$ cat config.mk
export PLATFORM = sky130hd
export DESIGN_NAME = pirq_rate_gen
export DESIGN_NICKNAME = d
export VERILOG_FILES = /design/src/rtl/pirq_rate_pkg.sv /design/src/rtl/pirq_freq_reg.sv /design/src/rtl/pirq_divider.sv /design/src/rtl/pirq_tap_select.sv /design/src/rtl/pirq_rate_gen.sv
export SDC_FILE = /design/constraint.sdc
export NUM_CORES = 1
export LEC_CHECK = 0
export BUFFER_PORTS_ARGS = -buffer_cell sky130_fd_sc_hd__buf_2
export CAP_MARGIN = 5
export CORE_ASPECT_RATIO = 0.6
export CORE_MARGIN = 8
export CORE_UTILIZATION = 51
export CTS_BUF_LIST = sky130_fd_sc_hd__clkbuf_8
export DETAILED_ROUTE_END_ITERATION = 12
export PLACE_DENSITY = 0.87
export SYNTH_ARGS = -nofsm -noshare
export SYNTH_HDL_FRONTEND = slang
export SYNTH_SLANG_ARGS = --single-unit
$ cat constraint.sdc
create_clock -name clk -period 1.8 [get_ports clk]
set_input_delay 0.36 -clock clk [delete_from_list [all_inputs] [get_ports clk]]
set_output_delay 0.36 -clock clk [all_outputs]
set_load 0.03 [all_outputs]
$ cat src/rtl/pirq_rate_pkg.sv
package pirq_rate_pkg;
    localparam int RATE_W   = 4;
    localparam int SEL_W    = 3;
    localparam int REG_W    = 1 + SEL_W + RATE_W;
    localparam int NUM_TAPS = (1 << RATE_W) - 1;
    localparam int DIV_W    = NUM_TAPS - 1;

    localparam logic [RATE_W-1:0] RATE_DEFAULT = RATE_W'(6);
    localparam logic [SEL_W-1:0]  REF_SEL_32K  = SEL_W'(2);
    localparam logic [RATE_W-1:0] RATE_OFF     = '0;

    typedef struct packed {
        logic              spare;
        logic [SEL_W-1:0]  ref_sel;
        logic [RATE_W-1:0] rate;
    } freq_sel_t;

    localparam freq_sel_t FREQ_SEL_RESET = '{spare: 1'b0, ref_sel: REF_SEL_32K, rate: RATE_DEFAULT};

    function automatic logic rate_enabled(input logic [RATE_W-1:0] code);
        return code != RATE_OFF;
    endfunction
endpackage

$ cat src/rtl/pirq_freq_reg.sv
module pirq_freq_reg
    import pirq_rate_pkg::*;
(
    input  logic             clk,
    input  logic             rst,
    input  logic             we,
    input  logic [REG_W-1:0] wdata,
    output freq_sel_t        cfg
);
    freq_sel_t cfg_q;

    always_ff @(posedge clk) begin
        if (rst) begin
            cfg_q <= FREQ_SEL_RESET;
        end else if (we) begin
            cfg_q <= freq_sel_t'(wdata);
        end
    end

    assign cfg = cfg_q;

    p_readback_r7: assert property (@(posedge clk) disable iff (rst)
        we |=> (cfg_q == freq_sel_t'($past(wdata))));
endmodule

$ cat src/rtl/pirq_divider.sv
module pirq_divider
    import pirq_rate_pkg::*;
#(
    parameter int WIDTH = DIV_W
) (
    input  logic             clk,
    input  logic             rst,
    input  logic             tick,
    output logic [WIDTH-1:0] rise
);
    logic [WIDTH-1:0] cnt_q;
    logic [WIDTH-1:0] cnt_nxt;

    assign cnt_nxt = cnt_q + WIDTH'(1);

    always_ff @(posedge clk) begin
        if (rst) begin
            cnt_q <= '0;
        end else if (tick) begin
            cnt_q <= cnt_nxt;
        end
    end

    genvar b;
    generate
        for (b = 0; b < WIDTH; b++) begin : g_edge
            assign rise[b] = tick & cnt_nxt[b] & ~cnt_q[b];
        end
    endgenerate

    p_hold_r6: assert property (@(posedge clk) disable iff (rst)
        !tick |=> $stable(cnt_q));
    p_step_r6: assert property (@(posedge clk) disable iff (rst)
        tick |=> (cnt_q == WIDTH'($past(cnt_q) + WIDTH'(1))));
    p_one_rise_r3: assert property (@(posedge clk) disable iff (rst)
        $onehot0(rise));
endmodule

$ cat src/rtl/pirq_tap_select.sv
module pirq_tap_select
    import pirq_rate_pkg::*;
(
    input  logic              tick,
    input  logic [DIV_W-1:0]  rise,
    input  logic [RATE_W-1:0] rate,
    output logic              event_o
);
    logic [NUM_TAPS-1:0] taps;

    assign taps = {rise, tick};

    always_comb begin
        event_o = 1'b0;
        for (int i = 1; i <= NUM_TAPS; i++) begin
            if (rate == RATE_W'(i)) begin
                event_o = taps[i-1];
            end
        end
    end
endmodule

$ cat src/rtl/pirq_rate_gen.sv
module pirq_rate_gen
    import pirq_rate_pkg::*;
(
    input  logic             clk,
    input  logic             rst,
    input  logic             ref_tick_i,
    input  logic             cfg_we_i,
    input  logic [REG_W-1:0] cfg_wdata_i,
    output logic [REG_W-1:0] cfg_rdata_o,
    output logic             periodic_o
);
    freq_sel_t        cfg;
    logic [DIV_W-1:0] rise;
    logic             tap_event;
    logic             pulse_q;

    pirq_freq_reg u_reg (
        .clk   (clk),
        .rst   (rst),
        .we    (cfg_we_i),
        .wdata (cfg_wdata_i),
        .cfg   (cfg)
    );

    pirq_divider #(.WIDTH(DIV_W)) u_div (
        .clk  (clk),
        .rst  (rst),
        .tick (ref_tick_i),
        .rise (rise)
    );

    pirq_tap_select u_sel (
        .tick    (ref_tick_i),
        .rise    (rise),
        .rate    (cfg.rate),
        .event_o (tap_event)
    );

    always_ff @(posedge clk) begin
        if (rst) begin
            pulse_q <= 1'b0;
        end else begin
            pulse_q <= tap_event;
        end
    end

    assign periodic_o  = pulse_q;
    assign cfg_rdata_o = cfg;

    p_needs_tick_r5: assert property (@(posedge clk) disable iff (rst)
        periodic_o |-> $past(ref_tick_i));
    p_off_silent_r2: assert property (@(posedge clk) disable iff (rst)
        !rate_enabled(cfg.rate) |=> !periodic_o);
endmodule

==> impl_metrics.tcl, run 1 <==
set metrics [dict create \
    status "complete, no violations" \
    synth_flop_cell "dfxtp_1" \
    portBuffers 20 \
    fin_setup_tns_ns 0 \
    leakage_uw 0.000602 \
    vias_per_cell 5.68 \
    reg2reg_from "u_div.cnt_q[1]" \
    start_util_pct 54.2 \
    skew_ns 0.00580 \
    grt_max_degree 25 \
    cap_viol_max_count 0 \
    hold_viol 0 \
    drv_slew 0 \
    setup-violations-final 0 \
    cts_tree "built" \
    cts_hold_buffers 0 \
    core_sq_um 2160 \
    dieArea_sq_um 4140 \
    crit_required_ns 2.01 \
    synth_top_family_by_area "simple AND/OR/NAND/NOR gates" \
    path_cells "ha_4 -> nand2_2 -> or4b_4 -> or4_4 -> nor3_2 -> nor2_1 -> o21ai_1" \
    synthAdderAreaFrac_pct 1.07 \
    cp-startpoint "u_div.cnt_q[1]" \
    synth_simple_gate_area_share_pct 29.6 \
    clk-insertion-delay-late_ns 0.27 \
    post_cts_buffers 0 \
    area_growth_pct 29.3 \
    endpoint "periodic_o" \
    power_uw 1040 \
    slew-limit-headroom_pct 75.2 \
    cpPeakStageDelay_ns 0.48 \
    crit_type "flip-flop to flip-flop" \
    synth_edf_count 0 \
    synth.distinct_cells 39 \
    clockBufferDepth 2 \
    drc 0 \
    routedWlPerCell_um 15.9 \
    io_pins 21 \
    num-fill-cells 166 \
    synth_cells 140 \
    dp_hpwl_um 2380 \
    vias 1164 \
    post-route-min-period_ns 1.80 \
    rsz0062_at_grt "yes" \
    netlist_area_sq_um 1170 \
    synth_top_area_share_pct 39.3 \
    drive_above_1_share_pct 33.1 \
    drt_iter0_markers 98 \
    grt_overflow 0 \
    crit_slowest_cell "or4b_4" \
    synth.mux.area_fraction_pct 5.12 \
    cts.clk_slew.worst_paths_ns 0.08 \
    grt_pass1_vias 1196 \
    clk_root_buffer_cell "clkbuf_8" \
    synth_compound_area_share_pct 13.0 \
    grt_usage_pct 16.8 \
    avgSynthCellArea_sq_um 8.37 \
    diodes 0 \
    rows 13 \
    fmax_mhz 556 \
    multiInputGateArea_sq_um 716 \
    cp_max_fo 2 \
    ys_ff_latch 23 \
    gp_congestion 0.921 \
    first_pass_iters 4 \
    seq_area_sq_um 468 \
    path_buf_inv 0 \
    hold_path_class "input pin to flip-flop" \
    powerDensity_nw_per_um2 683 \
    antenna_found_initial 0 \
    r2r.worst_path.cells 7 \
    cp.arrival_ns 2.01 \
    synth-seq-area-share_pct 39.3 \
    synth_nets 153 \
    period_share_pct 100 \
    die_h_um 53.1 \
    synth_xor_area_share_pct 8.22 \
    path_depth 7 \
    reg2reg_to "periodic_o" \
    reg2reg_slack_ns 0.0001 \
    yosys_warnings 0 \
    die_w_um 77.9 \
    layout.nets 189 \
    cts_buffers 3 \
    critPathLaunchType "flip-flop" \
    totalWireLength_um 3270 \
    peakVddDrop_mv 0.450 \
    tightest_slew_ns 0.371 \
    grt_pass1_wl_um 5480 \
    synth-async-reset-ratio_pct 0 \
    ant_nets 0 \
    synth_area_leaders "dfxtp_1, nor2_1, xnor2_1" \
    critPathTopFamily "simple AND/OR/NAND/NOR gates" \
    cts.sinks 23 \
    yosys.area.top_type "dfxtp_1" \
    htree_levels 1 \
    cp-end-kind "flip-flop" \
]
## registers in the layout, indices dropped and copies added (netlist names)
register and flops:
u_div.cnt_q 14, u_reg.cfg 8, periodic_o 1
## cells by family (layout without fill, tap and decap cells)
family / Yosys count / count (layout)
buf+inv: 11 / 46
xor+xnor: 11 / 11
compound gates: 22 / 22
simple gates: 66 / 66
mux: 6 / 6
flops: 23 / 23
fa+ha+maj: 1 / 1
## metrics by stage
step	cells	utilization, %	hold WS (ns)	setup slack, ns	cell area, sq um
after floorplan	140	-	0.455	-0.0479	1190
after global placement	201	66.2	0.469	-0.0161	1430
after detailed placement	201	66.2	0.490	-0.102	1430
after CTS	205	69.8	0.290	-0.00577	1510
after global routing	205	70.1	0.292	-0.0662	1520
final	205	70.1	0.291	0.000127	1520
## metal layers
layer,track usage (%),up-vias,part of all wire (%)
met4,9.45,0,2.5
met3,5.41,11,6.4
met2,28.4,41,50
met5,0,-,0
li1,-,562,-
met1,18.9,550,41
## layout by cell type (no fill, tap or decap), types with 2 or more instances in the layout
master | synthesis | layout
o21ai_0 | 4 | 4
nand3_1 | 4 | 4
a211o_1 | 3 | 3
nor3_1 | 4 | 3
clkbuf_8 | 0 | 3
nand3b_1 | 2 | 2
or3_1 | 3 | 3
mux2i_1 | 6 | 6
nand2_1 | 8 | 7
nor2_1 | 24 | 23
nor2b_1 | 5 | 5
a21oi_1 | 4 | 4
dfxtp_1 | 23 | 17
nor3b_1 | 2 | 2
o31ai_1 | 2 | 2
buf_2 | 2 | 20
inv_1 | 3 | 4
dfxtp_2 | 0 | 6
xnor2_1 | 7 | 7
nand2b_1 | 4 | 4
xor2_1 | 4 | 4
buf_4 | 0 | 18
nand4_1 | 3 | 3
## worst min-delay path by stage
stage / from / to / cells after the start
final: cfg_wdata_i[2] / u_reg.cfg[2] / 2
after global routing: cfg_wdata_i[2] / u_reg.cfg[2] / 2
after CTS: cfg_wdata_i[2] / u_reg.cfg[2] / 2
after detailed placement: u_reg.cfg[6] / u_reg.cfg[6] / 2
after global placement: u_div.cnt_q[13] / u_div.cnt_q[13] / 2
after floorplan: u_div.cnt_q[13] / u_div.cnt_q[13] / 2
## synthesized netlist by cell type, drive strengths merged (3+ instances only)
library cell / count
a211o: 3
inv: 4
dfxtp: 23
nor3: 4
nor2: 24
o21ai: 5
nand3: 4
nor2b: 5
nand2: 8
xor2: 4
mux2i: 6
a21oi: 4
nand4: 4
clkbuf: 5
nand2b: 4
or3: 3
xnor2: 7
## cell type report
class / instances / share of cell area, %
multi-input combinational: 106 / 47.2
sequential: 23 / 30.9
inverter: 4 / 0.990
tap: 30 / 2.48
clock inverter: 1 / 0.248
clock buffer: 3 / 2.72
timing repair buffer: 38 / 15.5
## power by group
| part | switching [uW] | internal [uW] | total (uW) |
|---|---|---|---|
| registers | 18.9 | 527 | 546 |
| clock network | 169 | 153 | 322 |
| logic | 95.3 | 72.9 | 168 |
| total | 284 | 753 | 1040 |
## what timing repair did
| action | in CTS | in global routing |
|---|---|---|
| pin swaps | 0 | 1 |
| endpoints found under the setup margin | 2 | 2 |
| resized for setup | 10 | 2 |
| gates cloned | 0 | 0 |
(Power assumes the default switching activity.)
==> run 2: changes to the inputs <==
--- a/config.mk
+++ b/config.mk
@@ -7,12 +7,11 @@
 export LEC_CHECK = 0
 export BUFFER_PORTS_ARGS = -buffer_cell sky130_fd_sc_hd__buf_2
 export CAP_MARGIN = 5
-export CORE_ASPECT_RATIO = 0.6
 export CORE_MARGIN = 8
-export CORE_UTILIZATION = 51
+export CORE_UTILIZATION = 57
 export CTS_BUF_LIST = sky130_fd_sc_hd__clkbuf_8
 export DETAILED_ROUTE_END_ITERATION = 12
-export PLACE_DENSITY = 0.87
+export PLACE_DENSITY = 0.91
 export SYNTH_ARGS = -nofsm -noshare
 export SYNTH_HDL_FRONTEND = slang
 export SYNTH_SLANG_ARGS = --single-unit
==> constraint.sdc (replaced) <==
create_clock -name clk -period 1.9 [get_ports clk]
set_input_delay 0.38 -clock clk [delete_from_list [all_inputs] [get_ports clk]]
set_output_delay 0.38 -clock clk [all_outputs]
set_load 0.03 [all_outputs]
==> impl_metrics.tcl, run 2 (synthesis results as in run 1) <==
set metrics [dict create \
    fin_ws_ns 0.0249 \
    drc 0 \
    critPathTopFamily "simple AND/OR/NAND/NOR gates" \
    cts.clk_slew.worst_paths_ns 0.09 \
    setup-violations-final 0 \
    io_pins 21 \
    grt_pass1_vias 1201 \
    tightest_slew_ns 0.385 \
    final_cell_mix "nor2_1, buf_2, dfxtp_1, buf_4" \
    drt_iter0_markers 50 \
    gp_congestion 0.847 \
    dp.cells 193 \
    path_buf_inv 0 \
    grt_pass1_wl_um 4970 \
    cts_hold_buffers 0 \
    regMostFlops "u_div.cnt_q" \
    status "complete, no violations" \
    layout.cells.non_filler 197 \
    skew_ns 0.00641 \
    crit_slowest_cell "or4b_4" \
    cts_buffers 3 \
    reg2reg_to "periodic_o" \
    hold_path_class "input pin to flip-flop" \
    dp_hpwl_um 2240 \
    drv_slew 0 \
    first_pass_iters 4 \
    peakVddDrop_mv 0.577 \
    core_sq_um 1940 \
    grt_max_degree 25 \
    cp_max_fo 2 \
    critPathLaunchType "flip-flop" \
    cp-startpoint "u_div.cnt_q[0]" \
    vias 1160 \
    grt_overflow 0 \
    mostFrequentLayoutCell "nor2_1" \
    rsz0062_at_grt "yes" \
    ant_nets 0 \
    dieArea_sq_um 3760 \
    post_cts_buffers 0 \
    r2r.worst_path.cells 6 \
    worstHoldStart "cfg_wdata_i[2]" \
    fmax_mhz 533 \
    portBuffers 20 \
    layout.nets 184 \
    dp_slack_ns -0.0323 \
    cap_viol_max_count 0 \
    drive_above_1_share_pct 31.2 \
    reg2reg_from "u_div.cnt_q[0]" \
    htree_levels 1 \
    num-fill-cells 131 \
    clockBufferDepth 2 \
    cpPeakStageDelay_ns 0.52 \
    routedWlPerCell_um 15.9 \
    post-route-min-period_ns 1.88 \
    totalWireLength_um 3130 \
    crit_type "flip-flop to flip-flop" \
    path_cells "ha_4 -> nand2_4 -> or4b_4 -> or4_4 -> o2bb2ai_2 -> o21ai_1" \
    powerDensity_nw_per_um2 663 \
    start_util_pct 60.4 \
    cp-end-kind "flip-flop" \
    crit_required_ns 2.10 \
    area_growth_pct 26.7 \
    holdPathStages 2 \
    clk_root_buffer_cell "clkbuf_8" \
    period_share_pct 98.7 \
    diodes 0 \
    vias_per_cell 5.89 \
    hold_end "u_reg.cfg[2]" \
    rows 16 \
    largest_reg_flops 14 \
    grt_usage_pct 17.1 \
    slew-limit-headroom_pct 74.3 \
    cp.arrival_ns 2.08 \
    cts.sinks 23 \
    clk-insertion-delay-late_ns 0.27 \
    leakage_uw 0.000588 \
    antenna_found_initial 0 \
    hold_viol 0 \
    reg2reg_slack_ns 0.02 \
    cts_tree "built" \
    die_h_um 61.4 \
    die_w_um 61.4 \
    whs_ns 0.317 \
]
run 2: cell types whose count changed in the layout (fill, tap and decap cells not counted), sizes merged:
cell	change
clkinv	+1
inv	-1
buf	-5
run 2: cell type report:
cell class | instances | area [sq um] | share of cell area [%]
multi-input cells | 106 | 727 | 48.9
repair buffers | 33 | 198 | 13.3
inverters | 4 | 15.0 | 1.01
clock inverters | 1 | 5.00 | 0.337
clock buffers | 3 | 41.3 | 2.78
flip-flops and latches | 23 | 465 | 31.3
well taps | 27 | 33.8 | 2.27
run 2: worst register-to-register path, delay by kind of cell, from the launching register on:
kind / cells / cell delay [ns]
AOI/OAI and AO/OA: 2 / 0.28
adders and majority gates: 1 / 0.15
DFF: 1 / 0.36
and+or+nand+nor: 3 / 1.03
run 2: metal layers:
metal	GRT usage (%)	part of all wire, %
met1	19.3	42
met2	30.3	51
met3	3.13	5.7
met4	7.47	1.8
met5	0	0
run 2: worst max-delay path by stage:
| stage | depth (start not counted) | slack [ns] | endpoint |
|---|---|---|---|
| CTS | 6 | 0.008 | periodic_o |
| finish | 6 | 0.02 | periodic_o |
| global placement | 7 | 0.06 | periodic_o |
| detailed placement | 7 | -0.03 | periodic_o |
| floorplan | 7 | 0.02 | periodic_o |
| global route | 6 | -0.02 | periodic_o |
run 2: repair_timing:
action                     CTS  global route
setup endpoints to repair    1             1
resized for setup            6             8
pin swaps                    2             1
run 2: where the power goes:
| part | total [uW] | switching, uW | leakage [uW] | internal (uW) |
|---|---|---|---|---|
| Clock | 308 | 162 | 0.0000255 | 147 |
| Sequential | 517 | 18.1 | 0.000189 | 499 |
| Combinational | 159 | 90.5 | 0.000373 | 68.8 |
| Total | 985 | 270 | 0.000588 | 714 |
run 2: stage by stage:
step / area, sq um / util (%) / power, uW / TNS [ns]
floorplan: 1190 / - / 623 / 0
global placement: 1390 / 71.5 / 669 / 0
detailed placement: 1390 / 71.5 / 677 / -0.0323
CTS: 1450 / 74.7 / 975 / 0
global route: 1490 / 76.5 / 1020 / -0.0172
finish: 1490 / 76.5 / 985 / 0
==> run 3: changes to the inputs <==
--- a/config.mk
+++ b/config.mk
@@ -5,13 +5,16 @@
 export SDC_FILE = /design/constraint.sdc
 export NUM_CORES = 1
 export LEC_CHECK = 0
+export ABC_AREA = 1
 export BUFFER_PORTS_ARGS = -buffer_cell sky130_fd_sc_hd__buf_2
 export CAP_MARGIN = 5
+export CORE_ASPECT_RATIO = 0.6
 export CORE_MARGIN = 8
-export CORE_UTILIZATION = 57
+export CORE_UTILIZATION = 58
 export CTS_BUF_LIST = sky130_fd_sc_hd__clkbuf_8
 export DETAILED_ROUTE_END_ITERATION = 12
 export PLACE_DENSITY = 0.91
+export RECOVER_POWER = 25
 export SYNTH_ARGS = -nofsm -noshare
 export SYNTH_HDL_FRONTEND = slang
 export SYNTH_SLANG_ARGS = --single-unit
==> impl_metrics.tcl, run 3 <==
set metrics [dict create \
    cp.arrival_ns 1.99 \
    synth_area_leaders "dfxtp_1, nand2_1, inv_1" \
    cpPeakStageDelay_ns 0.37 \
    synth_nets 222 \
    synthTopCellsByCount "nand2_1, inv_1, nor2_1" \
    fmax_mhz 564 \
    layout.nets 244 \
    crit_type "flip-flop to flip-flop" \
    totalWireLength_um 3490 \
    clk_root_buffer_cell "clkbuf_8" \
    critPathLaunchType "flip-flop" \
    status "complete, no violations" \
    setup-violations-final 0 \
    diodes 0 \
    drive_above_1_share_pct 20.9 \
    grt_pass1_wl_um 5350 \
    drc 0 \
    skew_ns 0.00235 \
    mostFrequentLayoutCell "nand2_1" \
    ant_nets 0 \
    routedWlPerCell_um 13.4 \
    drt_iter0_markers 85 \
    vias_per_cell 5.53 \
    netlist_area_sq_um 1360 \
    num-fill-cells 185 \
    holdPathStages 3 \
    grt_overflow 0 \
    area_growth_pct 16.3 \
    dieArea_sq_um 4210 \
    cpMostUsedCell "nor2_4" \
    multiInputGateArea_sq_um 797 \
    placed_cell_area_sq_um 1480 \
    slew-limit-headroom_pct 79.1 \
    antenna_found_initial 0 \
    gp_congestion 0.883 \
    synth.distinct_cells 23 \
    clk-insertion-delay-late_ns 0.26 \
    synth_cells 209 \
    cap_viol_max_count 0 \
    synth_edf_count 0 \
    htree_levels 1 \
    r2r.worst_path.cells 12 \
    path_depth 12 \
    leakage_uw 0.000659 \
    yosys.area.top_type "dfxtp_1" \
    cp-end-kind "flip-flop" \
    avgSynthCellArea_sq_um 6.53 \
    crit_required_ns 2.12 \
    power_uw 988 \
    path_buf_inv 2 \
    final_cell_mix "nand2_1, inv_1, nor2_1, a21oi_1" \
    cts.sinks 23 \
    grt_pass1_vias 1221 \
    vias 1438 \
    final_cell_area_sq_um 1590 \
    grt_usage_pct 15.9 \
    crit_slowest_cell "dfxtp_2" \
    die_h_um 53.6 \
    synth_most_common_cell "nand2_1" \
    powerDensity_nw_per_um2 623 \
    layout.cells.non_filler 260 \
    core_sq_um 2200 \
    synth_flop_cell "dfxtp_1" \
    grt_max_degree 17 \
    clockBufferDepth 2 \
    rows 13 \
    yosys_warnings 0 \
    cts_buffers 3 \
    largest_reg_flops 14 \
    drv_slew 0 \
    seq_area_sq_um 467 \
    portBuffers 20 \
    synth_top_area_share_pct 33.8 \
    synth-async-reset-ratio_pct 0 \
    dp_hpwl_um 2600 \
    critPathTopFamily "simple AND/OR/NAND/NOR gates" \
    hold_viol 0 \
    path_cells "inv_2 -> nor2_4 -> nand2_2 -> nor2_4 -> nand4_4 -> nor2_4 -> nand2_2 -> o21ai_2 -> nand3_1 -> a21oi_2 -> nand2_1 -> inv_1" \
    dp.cells 256 \
    peakVddDrop_mv 0.401 \
    die_w_um 78.6 \
    post-route-min-period_ns 1.77 \
    cts_tree "built" \
    start_util_pct 62.1 \
    first_pass_iters 4 \
    io_pins 21 \
    regMostFlops "u_div.cnt_q" \
    synth-seq-area-share_pct 33.8 \
    cp_max_fo 6 \
    period_share_pct 93.4 \
    tightest_slew_ns 0.313 \
    cts.clk_slew.worst_paths_ns 0.08 \
    ys_ff_latch 23 \
    hold_path_class "input pin to flip-flop" \
]
[run 3: path summary, 6_finish.rpt]
path,start,to,slack [ns]
max reg2reg,u_div.cnt_q[0],periodic_o,0.13
min reg2reg,u_reg.cfg[5],u_reg.cfg[5],0.46
min,cfg_wdata_i[5],u_reg.cfg[5],0.32
max,u_div.cnt_q[0],periodic_o,0.13
[run 3: area by class of cell]
class                   instances  share of cell area (%)
clock buffers                   3                    2.60
clock inverters                 1                   0.315
inverters                      33                    7.81
multi-input cells             148                    50.2
flip-flops and latches         23                    29.4
well taps                      30                    2.37
repair buffers                 22                    7.26
[run 3: repair_timing]
action,in CTS,in global routing
endpoints found under the setup margin,0,2
hold buffers,0,0
setup buffers,0,0
gates resized for setup,0,15
[run 3: metal layers]
| layer | share of wire, % | track usage, % | vias to the layer above | routed length (um) |
|---|---|---|---|---|
| met5 | 0 | 0 | - | 0 |
| met4 | 0.83 | 3.96 | 0 | 29 |
| met3 | 6.4 | 4.65 | 5 | 223 |
| met2 | 47 | 26.7 | 50 | 1630 |
| met1 | 46 | 20.0 | 660 | 1600 |
| li1 | - | - | 723 | - |
[run 3: through the flow]
stage / hold slack [ns] / setup TNS [ns] / worst slack (ns) / utilization, %
final: 0.324 / 0 / 0.126 / 72.3
after global routing: 0.317 / -0.0462 / -0.0368 / 72.3
after CTS: 0.323 / 0 / 0.0425 / 69.4
after detailed placement: 0.442 / 0 / 0.0684 / 67.3
after global placement: 0.437 / 0 / 0.198 / 67.3
after floorplan: 0.458 / 0 / 0.305 / -
[run 3: cell families after synthesis]
family | synth area share, %
buffers and inverters | 11.9
AOI/OAI and AO/OA | 17.1
and+or+nand+nor | 36.3
adders and majority gates | 0.917
DFF | 33.8
[run 3: report_power, final]
part	internal (uW)	switching, uW	total (uW)
Combinational	52.7	111	163
Clock	146	158	305
Sequential	501	18.5	520
Total	700	288	988
[run 3: worst min-delay path, stage by stage]
cell     delay, ns
buf_2         0.07
nand2_1       0.04
nand3_1       0.07
